File: src/rtl/irqstat_pkg.sv
package irqstat_pkg;
    localparam int ADDR_W = 3;
    localparam int STS_W  = 7;

    localparam int B_ROLE = 0;
    localparam int B_MISM = 1;
    localparam int B_AUX  = 2;
    localparam int B_SOF  = 3;
    localparam int B_RXNE = 4;
    localparam int B_TXE  = 5;
    localparam int B_NAK  = 6;

    typedef enum logic [ADDR_W-1:0] {
        A_STATUS = 3'd0,
        A_MASK   = 3'd1,
        A_EVT    = 3'd2,
        A_CFG    = 3'd3,
        A_HOST   = 3'd4,
        A_DEV    = 3'd5
    } reg_addr_e;

    typedef struct packed {
        logic sts;
        logic mask;
        logic evt;
        logic cfg;
        logic host;
        logic dev;
    } wr_sel_t;

    typedef enum logic [1:0] {
        NAK_IDLE   = 2'd0,
        NAK_WAIT   = 2'd1,
        NAK_ACTIVE = 2'd2
    } nak_state_e;
endpackage

File: src/rtl/irqstat_decode.sv
module irqstat_decode
    import irqstat_pkg::*;
(
    input  logic              bus_sel,
    input  logic              bus_wr,
    input  logic [ADDR_W-1:0] bus_addr,
    input  logic              host_mode,
    output logic              wrong_role,
    output wr_sel_t           wsel
);
    always_comb begin
        wrong_role = bus_sel &&
                     (((bus_addr == A_HOST) && !host_mode) ||
                      ((bus_addr == A_DEV)  &&  host_mode));
        wsel = '0;
        if (bus_sel && bus_wr && !wrong_role) begin
            case (reg_addr_e'(bus_addr))
                A_STATUS: wsel.sts  = 1'b1;
                A_MASK:   wsel.mask = 1'b1;
                A_EVT:    wsel.evt  = 1'b1;
                A_CFG:    wsel.cfg  = 1'b1;
                A_HOST:   wsel.host = 1'b1;
                A_DEV:    wsel.dev  = 1'b1;
                default:  wsel      = '0;
            endcase
        end
    end
endmodule

File: src/rtl/irqstat_evtreg.sv
module irqstat_evtreg #(
    parameter int W = 4
) (
    input  logic         clk,
    input  logic         rst_n,
    input  logic [W-1:0] set_in,
    input  logic         clr_we,
    input  logic [W-1:0] clr_data,
    output logic [W-1:0] q
);
    for (genvar i = 0; i < W; i++) begin : g_bit
        always_ff @(posedge clk or negedge rst_n) begin
            if (!rst_n)
                q[i] <= 1'b0;
            else if (set_in[i])
                q[i] <= 1'b1;
            else if (clr_we && clr_data[i])
                q[i] <= 1'b0;
        end
    end

    AST_EVT_SET_WINS: assert property (@(posedge clk) disable iff (!rst_n)
        (|set_in) |=> ((q & $past(set_in)) == $past(set_in)));
endmodule

File: src/rtl/irqstat_txempty.sv
module irqstat_txempty #(
    parameter int DEPTH = 16,
    parameter int CW    = $clog2(DEPTH + 1),
    parameter int QW    = 3
) (
    input  logic          host_mode,
    input  logic          full_sel,
    input  logic [CW-1:0] free_words,
    input  logic [QW-1:0] q_free,
    output logic          tx_ready
);
    localparam int HALF = (DEPTH + 1) / 2;
    logic level_ok;

    always_comb begin
        if (full_sel)
            level_ok = (free_words == CW'(DEPTH));
        else
            level_ok = (free_words >= CW'(HALF));
        tx_ready = host_mode && (q_free != '0) && level_ok;
    end
endmodule

File: src/rtl/irqstat_nak_fsm.sv
module irqstat_nak_fsm
    import irqstat_pkg::*;
(
    input  logic clk,
    input  logic rst_n,
    input  logic set_req,
    input  logic clr_req,
    input  logic sample_ok,
    output logic nak_active
);
    nak_state_e state, state_nx;

    always_ff @(posedge clk or negedge rst_n) begin
        if (!rst_n)
            state <= NAK_IDLE;
        else
            state <= state_nx;
    end

    always_comb begin
        state_nx = state;
        if (clr_req) begin
            state_nx = NAK_IDLE;
        end else begin
            unique case (state)
                NAK_IDLE:   if (set_req)   state_nx = NAK_WAIT;
                NAK_WAIT:   if (sample_ok) state_nx = NAK_ACTIVE;
                NAK_ACTIVE: state_nx = NAK_ACTIVE;
                default:    state_nx = NAK_IDLE;
            endcase
        end
    end

    always_comb begin
        nak_active = (state == NAK_ACTIVE);
    end

    AST_NAK_NO_SKIP: assert property (@(posedge clk) disable iff (!rst_n)
        (state == NAK_IDLE) |=> (state != NAK_ACTIVE));
    AST_NAK_RELEASE: assert property (@(posedge clk) disable iff (!rst_n)
        clr_req |=> (state == NAK_IDLE));
endmodule

File: src/rtl/irq_status_core.sv
module irq_status_core
    import irqstat_pkg::*;
#(
    parameter int DATA_W    = 32,
    parameter int EVT_W     = 4,
    parameter int RXC_W     = 4,
    parameter int TXF_DEPTH = 16,
    parameter int TXF_CW    = $clog2(TXF_DEPTH + 1),
    parameter int TXQ_W     = 3,
    parameter int SCR_W     = 8
) (
    input  logic              clk,
    input  logic              rst_n,
    input  logic              bus_sel,
    input  logic              bus_wr,
    input  logic [ADDR_W-1:0] bus_addr,
    input  logic [DATA_W-1:0] bus_wdata,
    output logic [DATA_W-1:0] bus_rdata,
    input  logic              host_mode,
    input  logic [RXC_W-1:0]  rx_pkt_cnt,
    input  logic [TXF_CW-1:0] txf_free,
    input  logic [TXQ_W-1:0]  txq_free,
    input  logic [EVT_W-1:0]  evt_pulse,
    input  logic              sof_evt,
    input  logic              in_idle,
    output logic [STS_W-1:0]  sts_o,
    output logic              irq_o
);
    wr_sel_t            wsel;
    logic               wrong_role;
    logic               mism_q, sof_q, cfg_full_q;
    logic [STS_W-1:0]   mask_q;
    logic [SCR_W-1:0]   scr_q;
    logic [EVT_W-1:0]   evt_q;
    logic               tx_ready, nak_active;

    irqstat_decode u_dec (
        .bus_sel    (bus_sel),
        .bus_wr     (bus_wr),
        .bus_addr   (bus_addr),
        .host_mode  (host_mode),
        .wrong_role (wrong_role),
        .wsel       (wsel)
    );

    irqstat_evtreg #(.W(EVT_W)) u_evt (
        .clk      (clk),
        .rst_n    (rst_n),
        .set_in   (evt_pulse),
        .clr_we   (wsel.evt),
        .clr_data (bus_wdata[EVT_W-1:0]),
        .q        (evt_q)
    );

    irqstat_txempty #(.DEPTH(TXF_DEPTH), .CW(TXF_CW), .QW(TXQ_W)) u_txe (
        .host_mode  (host_mode),
        .full_sel   (cfg_full_q),
        .free_words (txf_free),
        .q_free     (txq_free),
        .tx_ready   (tx_ready)
    );

    irqstat_nak_fsm u_nak (
        .clk        (clk),
        .rst_n      (rst_n),
        .set_req    (wsel.dev && bus_wdata[0]),
        .clr_req    (wsel.dev && bus_wdata[1]),
        .sample_ok  (in_idle),
        .nak_active (nak_active)
    );

    always_ff @(posedge clk or negedge rst_n) begin
        if (!rst_n) begin
            mism_q     <= 1'b0;
            sof_q      <= 1'b0;
            mask_q     <= '0;
            cfg_full_q <= 1'b0;
            scr_q      <= '0;
        end else begin
            if (wrong_role)
                mism_q <= 1'b1;
            else if (wsel.sts && bus_wdata[B_MISM])
                mism_q <= 1'b0;
            if (sof_evt)
                sof_q <= 1'b1;
            else if (wsel.sts && bus_wdata[B_SOF])
                sof_q <= 1'b0;
            if (wsel.mask)
                mask_q <= bus_wdata[STS_W-1:0];
            if (wsel.cfg)
                cfg_full_q <= bus_wdata[0];
            if (wsel.host)
                scr_q <= bus_wdata[SCR_W-1:0];
        end
    end

    always_comb begin
        sts_o          = '0;
        sts_o[B_ROLE]  = host_mode;
        sts_o[B_MISM]  = mism_q;
        sts_o[B_AUX]   = |evt_q;
        sts_o[B_SOF]   = sof_q;
        sts_o[B_RXNE]  = (rx_pkt_cnt != '0);
        sts_o[B_TXE]   = tx_ready;
        sts_o[B_NAK]   = nak_active && !host_mode;
        irq_o          = |(sts_o & mask_q);
    end

    always_comb begin
        bus_rdata = '0;
        if (bus_sel && !wrong_role) begin
            case (reg_addr_e'(bus_addr))
                A_STATUS: bus_rdata = DATA_W'(sts_o);
                A_MASK:   bus_rdata = DATA_W'(mask_q);
                A_EVT:    bus_rdata = DATA_W'(evt_q);
                A_CFG:    bus_rdata = DATA_W'(cfg_full_q);
                A_HOST:   bus_rdata = DATA_W'(scr_q);
                default:  bus_rdata = '0;
            endcase
        end
    end

    AST_MISMATCH_SETS: assert property (@(posedge clk) disable iff (!rst_n)
        (bus_sel && wrong_role) |=> sts_o[B_MISM]);
    AST_WRONG_ROLE_DROP: assert property (@(posedge clk) disable iff (!rst_n)
        (bus_sel && bus_wr && wrong_role) |=> $stable(scr_q));
    AST_SOF_SETS: assert property (@(posedge clk) disable iff (!rst_n)
        sof_evt |=> sts_o[B_SOF]);
    AST_MASK_GATES_IRQ: assert property (@(posedge clk) disable iff (!rst_n)
        (mask_q == '0) |-> !irq_o);
endmodule

File: config.mk
export PLATFORM = sky130hd
export DESIGN_NAME = irq_status_core
export DESIGN_NICKNAME = d
export VERILOG_FILES = /design/src/rtl/irqstat_pkg.sv /design/src/rtl/irqstat_decode.sv /design/src/rtl/irqstat_evtreg.sv /design/src/rtl/irqstat_txempty.sv /design/src/rtl/irqstat_nak_fsm.sv /design/src/rtl/irq_status_core.sv
export SDC_FILE = /design/constraint.sdc
export NUM_CORES = 1
export LEC_CHECK = 0
export BUFFER_PORTS_ARGS = -buffer_cell sky130_fd_sc_hd__buf_2
export CORE_MARGIN = 5
export CORE_UTILIZATION = 40
export CTS_CLUSTER_DIAMETER = 100
export DETAILED_ROUTE_END_ITERATION = 16
export MAX_ROUTING_LAYER = met4
export PLACE_DENSITY = 0.74
export SYNTH_ARGS = -nofsm -noshare
export SYNTH_HDL_FRONTEND = slang
export SYNTH_SLANG_ARGS = --single-unit
File: constraint.sdc
create_clock -name clk -period 2.09 [get_ports clk]
set_input_delay 0.418 -clock clk [delete_from_list [all_inputs] [get_ports clk]]
set_output_delay 0.418 -clock clk [all_outputs]
set_load 0.01 [all_outputs]
Word level (Yosys, flattened, before mapping)
Cells that the tools add are included. W data, S select, Z words.

Register bits after elaboration: 24. Latch bits: 0. Memory bits (writable): 0. Bits in read-only memories: 0. Input bits: 58. Memories: 0.

Add/subtract/negate cells: 0. Multipliers: 0. Divide/modulo/power cells: 0. $lt $le $gt $ge: 1. Equal/unequal tests: 10. Shifts and indexed selects: 0. Mux-type cells: 26. Bitwise gates (word level): 1. Reduce and logical (&&, ||, !) cells: 33.

Operators with widths (count): $pmux W8 S5 (1); $mux W1 (19); $logic_and A1 B1 Y1 (17); $reduce_bool A2 Y1 (6); $mux W8 (1); $and A7 B7 Y7 (1); $reduce_or A7 Y1 (1); $eq A3 B2 Y1 const B (2); $eq A3 B3 Y1 const B (2); $mux W2 (3); $mux W6 (1); $pmux W2 S3 (1); $eq A5 B5 Y1 const B (1); $ge A5 B4 Y1 const B (1); $reduce_bool A4 Y1 (1); $reduce_or A4 Y1 (1); $eq A3 B1 Y1 const B (1); $logic_not A3 Y1 (1); $ne A3 B1 Y1 const B (1); $ne A3 B2 Y1 const B (1); $reduce_bool A3 Y1 (1); $eq A2 B1 Y1 const B (1); $eq A2 B2 Y1 const B (1); $logic_not A1 Y1 (2); other kinds (3) (3).

Depth between registers and ports, before layout
Word-level depth: 11. Mapped depth: 6. Mapped depth without buffers: 6.

Cells and area by module
Synthesis repeated with hierarchy kept, for this count alone.

Cell total of the unflattened synthesis: 167. Area, all modules: 1662.8 µm².

By module, submodules not included: irq_status_core (instances 1, cells an instance 120, area an instance 1219.9 µm²); irqstat_nak_fsm (instances 1, cells an instance 17, area an instance 182.7 µm²); irqstat_evtreg (instances 1, cells an instance 12, area an instance 145.1 µm²); irqstat_decode (instances 1, cells an instance 14, area an instance 90.1 µm²); irqstat_txempty (instances 1, cells an instance 4, area an instance 25.0 µm²).

Worst setup path before layout
OpenSTA, ideal clock, no wires.

Kind: input to output. From: input port txf_free[1]. To: output port bus_rdata[5]. Arrival: 1502 ps. Setup slack: 170 ps. Stages: 4. Buffers on the path: 0. Cell sequence: or4_4 > a211oi_4 > a211oi_1 > nor3_2.

Word-level cells in the longest chain between the ends: 5. Elaborated cells on any way between the ends: 6. Classes of those cells: order compare (1); eq/ne (1); mux (3); reduce/logical (1).

RTL lines: start, declared (RTL line irq_status_core.sv:21) `input logic [TXF_CW-1:0] txf_free,`; $ge A5 B4 Y1 / $eq A5 B5 Y1 (equally long branches) (RTL line irqstat_txempty.sv:19, irqstat_txempty.sv:17); $mux W1 * (RTL line irqstat_txempty.sv:16) `if (full_sel)`; $logic_and A1 B1 Y1 * (RTL line irqstat_txempty.sv:20) `tx_ready = host_mode && (q_free != '0) && level_ok;`; via tx_ready (RTL line irq_status_core.sv:35) `logic tx_ready, nak_active;`; $pmux W8 S5 * (RTL line irq_status_core.sv:112) `case (reg_addr_e'(bus_addr))`; $mux W8 * (RTL line irq_status_core.sv:111) `if (bus_sel && !wrong_role) begin`; end, declared (RTL line irq_status_core.sv:18) `output logic [DATA_W-1:0] bus_rdata,`.

The timed path passes the listed nets; every way through them passes the cells marked *.

Final worst setup path
From: input port txf_free[1]. To: output port bus_rdata[5].

Word-level cells in the longest chain between the ends: 5. Elaborated cells on any way between the ends: 6. Classes of those cells: order compare (1); eq/ne (1); mux (3); reduce/logical (1).

RTL lines (RTL line): $ge A5 B4 Y1 / $eq A5 B5 Y1 (equally long branches) (irqstat_txempty.sv:19, irqstat_txempty.sv:17); $mux W1 * (irqstat_txempty.sv:16); $logic_and A1 B1 Y1 * (irqstat_txempty.sv:20); $pmux W8 S5 * (irq_status_core.sv:112); $mux W8 * (irq_status_core.sv:111).

Mark *: on every way between the ends. The rest lies on a longest branch, timed or not.

==> flow_summary.toml <==
[outcome]
outcome = "finished, violations left"
violations = "negative setup slack"

[setup_path]
slowest_stage = "or4_4"
worst_setup_path_end_kind = "output pin"
critical_path_class = "primary input to output pin"
critPathMaxStageDelay_ps = 530
critPathArrivalTime_ps = 1710
required_ps = 1670
crit_fanout = 3
cp_cell_sequence = "buf_6 > or4_4 > a211oi_4 > a211oi_2 > nor3_2 > buf_2"
startpoint_type = "primary input"

[power_and_ir_drop]
irDropWorstVdd_mv = 0.2942
combPwrFrac_pct = 32.3
clockPowerShare_pct = 23.0
p_sw_mw = 0.4427
total_power_mw = 1.393
switching_share_pct = 31.78
p_seq_share_pct = 44.7
p_int_mw = 0.9503
powerDensity_mw_per_mm2 = 688.9
p_leak_nw = 0.9601

[clocking]
cts_tree = "built"
clockBufferDepth = 2
clock-sinks = 24
h-tree-depth = 1
clkTransAtPathRegs_ps = 90
clock_latency_ps = 270
numCtsBuffers = 3
cts_hold_buffers = 0
cts_root_buf = "clkbuf_8"

[detailed_routing]
totalWireLength_um = 3952
ant_nets = 0
via_count = 1381
drc = 0
vias_per_cell = 5.040
drt-pass1-iter-count = 4
drtIter0Drc = 44
wl_per_cell_um = 14.42

[synthesis]
ys_ff_latch = 24
dominantRegCellSynth = "dfrtp_1"
synth-edff-count = 0
netlist_area_mm2 = 0.001699
yosysWarnings = 0
synthCells = 167
synthArstFlopShare_pct = 100.0
postSynthAreaPerCell_um2 = 10.17
synth_cell_types = 45
ys_seq_area_share_pct = 35.35

[sta]
worst_pin_slew_ps = 539.1
finalSetupViolations = 2
finalClockSkew_ps = 0.5886
fin_crit_sh_pct = 102.0
fin_ws_ps = -42.63
slew_violations = 0
slew_headroom_pct = 64.06
rsz0062_at_grt = "true"
setup-tns-final_ps = -50.37
hold_viol = 0
fmax_mhz = 468.9
post-route-min-period_ps = 2133

[worst_hold_path]
holdCritPathClass = "primary input to asynchronous set/reset pin"

[placed_design]
dp_hpwl_um = 3037
routabilityCongestion = 0.8026
numPortBuffers = 49
dp_cells = 265
pre_cts_ws_ps = -88.88

[die]
io_pins = 98
start_util_pct = 41.87
dieArea_mm2 = 0.005651
fp.dieH_um = 75.18
row_count = 23
die_w_um = 75.18
core_area_mm2 = 0.004058

[finish]
fill_cells = 396
diodes = 0
post-route-util_pct = 49.83
finalNonFillerCells = 274
area_growth_pct = 19.00
drive_gt1_share_pct = 43.30
layout.nets = 287

[grt]
grt_pass1_wl_um = 6030
antenna_found_initial = 0
grt_overflow_total = 0
grt_max_degree = 25
first_global_vias = 1342
grt_use_total_pct = 14.22

[flow_run]
max_cap_viol_count = 0
-- metal layers --
metal,share of wire [%],global-route usage [%]
met5,0,-
met4,2.3,5.631
met3,8.1,1.736
met2,47,23.98
met1,42,17.26
-- flip-flops by register name (all words and copies together), names as in the netlist --
| name | cells |
|---|---|
| scr_q | 8 |
| mask_q | 7 |
| u_evt.q | 4 |
| u_nak.state | 2 |
| cfg_full_q | 1 |
| mism_q | 1 |
| sof_q | 1 |
-- power groups by stage --
stage               registers, mW  clock network [mW]  logic [mW]
detailed placement          0.630                   0       0.431
finish                      0.623               0.320       0.450
floorplan                   0.610                   0       0.352
global route                0.636               0.340       0.504
CTS                         0.621               0.328       0.439
global placement            0.627                   0       0.418
-- synth_stat cells (all sizes together) (4+ instances only) --
cell type | count | area [µm²]
buf | 29 | 215.2
a21o | 5 | 37.54
inv | 4 | 15.01
o21ai | 6 | 30.02
clkbuf | 4 | 55.05
a21oi | 5 | 25.02
nor3 | 5 | 30.03
nand3 | 7 | 35.03
dfrtp | 24 | 600.6
mux2 | 16 | 180.2
ha | 4 | 50.05
nor2 | 5 | 18.77
mux2i | 4 | 40.04
nand2 | 14 | 55.06
-- worst paths after layout --
path,start,endpoint,slack (ps),depth (start not counted)
max,txf_free[1],bus_rdata[5],-40,6
max reg2reg,u_nak.state[1]$_DFFE_PN0P_,u_nak.state[0]$_DFFE_PN0P_,930,5
min,rst_n,mask_q[0]$_DFFE_PN0P_,120,1
min in group clk,evt_pulse[0],u_evt.q[0]$_DFFE_PN0P_,310,2
min reg2reg,scr_q[2]$_DFFE_PN0P_,scr_q[2]$_DFFE_PN0P_,510,1
max in group asynchronous,rst_n,scr_q[6]$_DFFE_PN0P_,1610,1
-- critical path: cells and delay by family --
kind	cells	cell delay, ps
simple gates	2	640
buf+inv	2	240
compound gates	2	420
-- cell type report --
type / count / area (µm²) / share of cell area, %
Clock buffer: 4 / 55.05 / 2.723
Inverter: 4 / 15.01 / 0.7426
Sequential cell: 24 / 600.6 / 29.70
Multi-Input combinational cell: 129 / 932.1 / 46.10
Timing Repair Buffer: 63 / 356.6 / 17.64
Tap cell: 50 / 62.56 / 3.094
-- layout by cell type, fill, tap and decap left out, drive strengths merged, types with 2 or more instances in the layout --
master	synthesis	routed
a211oi	2	2
a21o	5	5
a21oi	5	5
a2bb2oi	3	3
and2	2	2
and3	3	3
buf	29	63
clkbuf	4	4
conb	1	24
dfrtp	24	24
ha	4	4
inv	4	4
mux2	16	16
mux2i	4	4
nand2	14	14
nand3	7	7
nand3b	2	2
nor2	5	5
nor2b	2	2
nor3	5	5
nor3b	3	3
o21ai	6	6
or4	3	3
-- cell families after synthesis --
logic type | count (synthesis) | share of synthesized area, %
AOI/OAI and AO/OA | 28 | 12.22
other | 1 | 0.2207
adders and majority gates | 4 | 2.946
and+or+nand+nor | 51 | 17.67
muxes | 21 | 14.29
xor gates and xnor gates | 1 | 0.5156
DFF | 24 | 35.35
buffers and inverters | 37 | 16.79
-- through the flow --
step,hold WS (ps),cell area (µm²)
after floorplan,122.4,1785
after global placement,428.5,1891
after detailed placement,433.0,1891
after CTS,132.1,1978
after global routing,159.5,2022
final,115.8,2022
-- repair_timing --
| action | in CTS | in global routing |
|---|---|---|
| pin swaps | 2 | 1 |
| setup buffers | 2 | 3 |
| gates resized for setup | 4 | 5 |
| cloned | 0 | 0 |
| hold endpoints to repair | 0 | 0 |
| setup endpoints to repair | 4 | 5 |
Note: power is estimated with default switching activity, not from simulation.
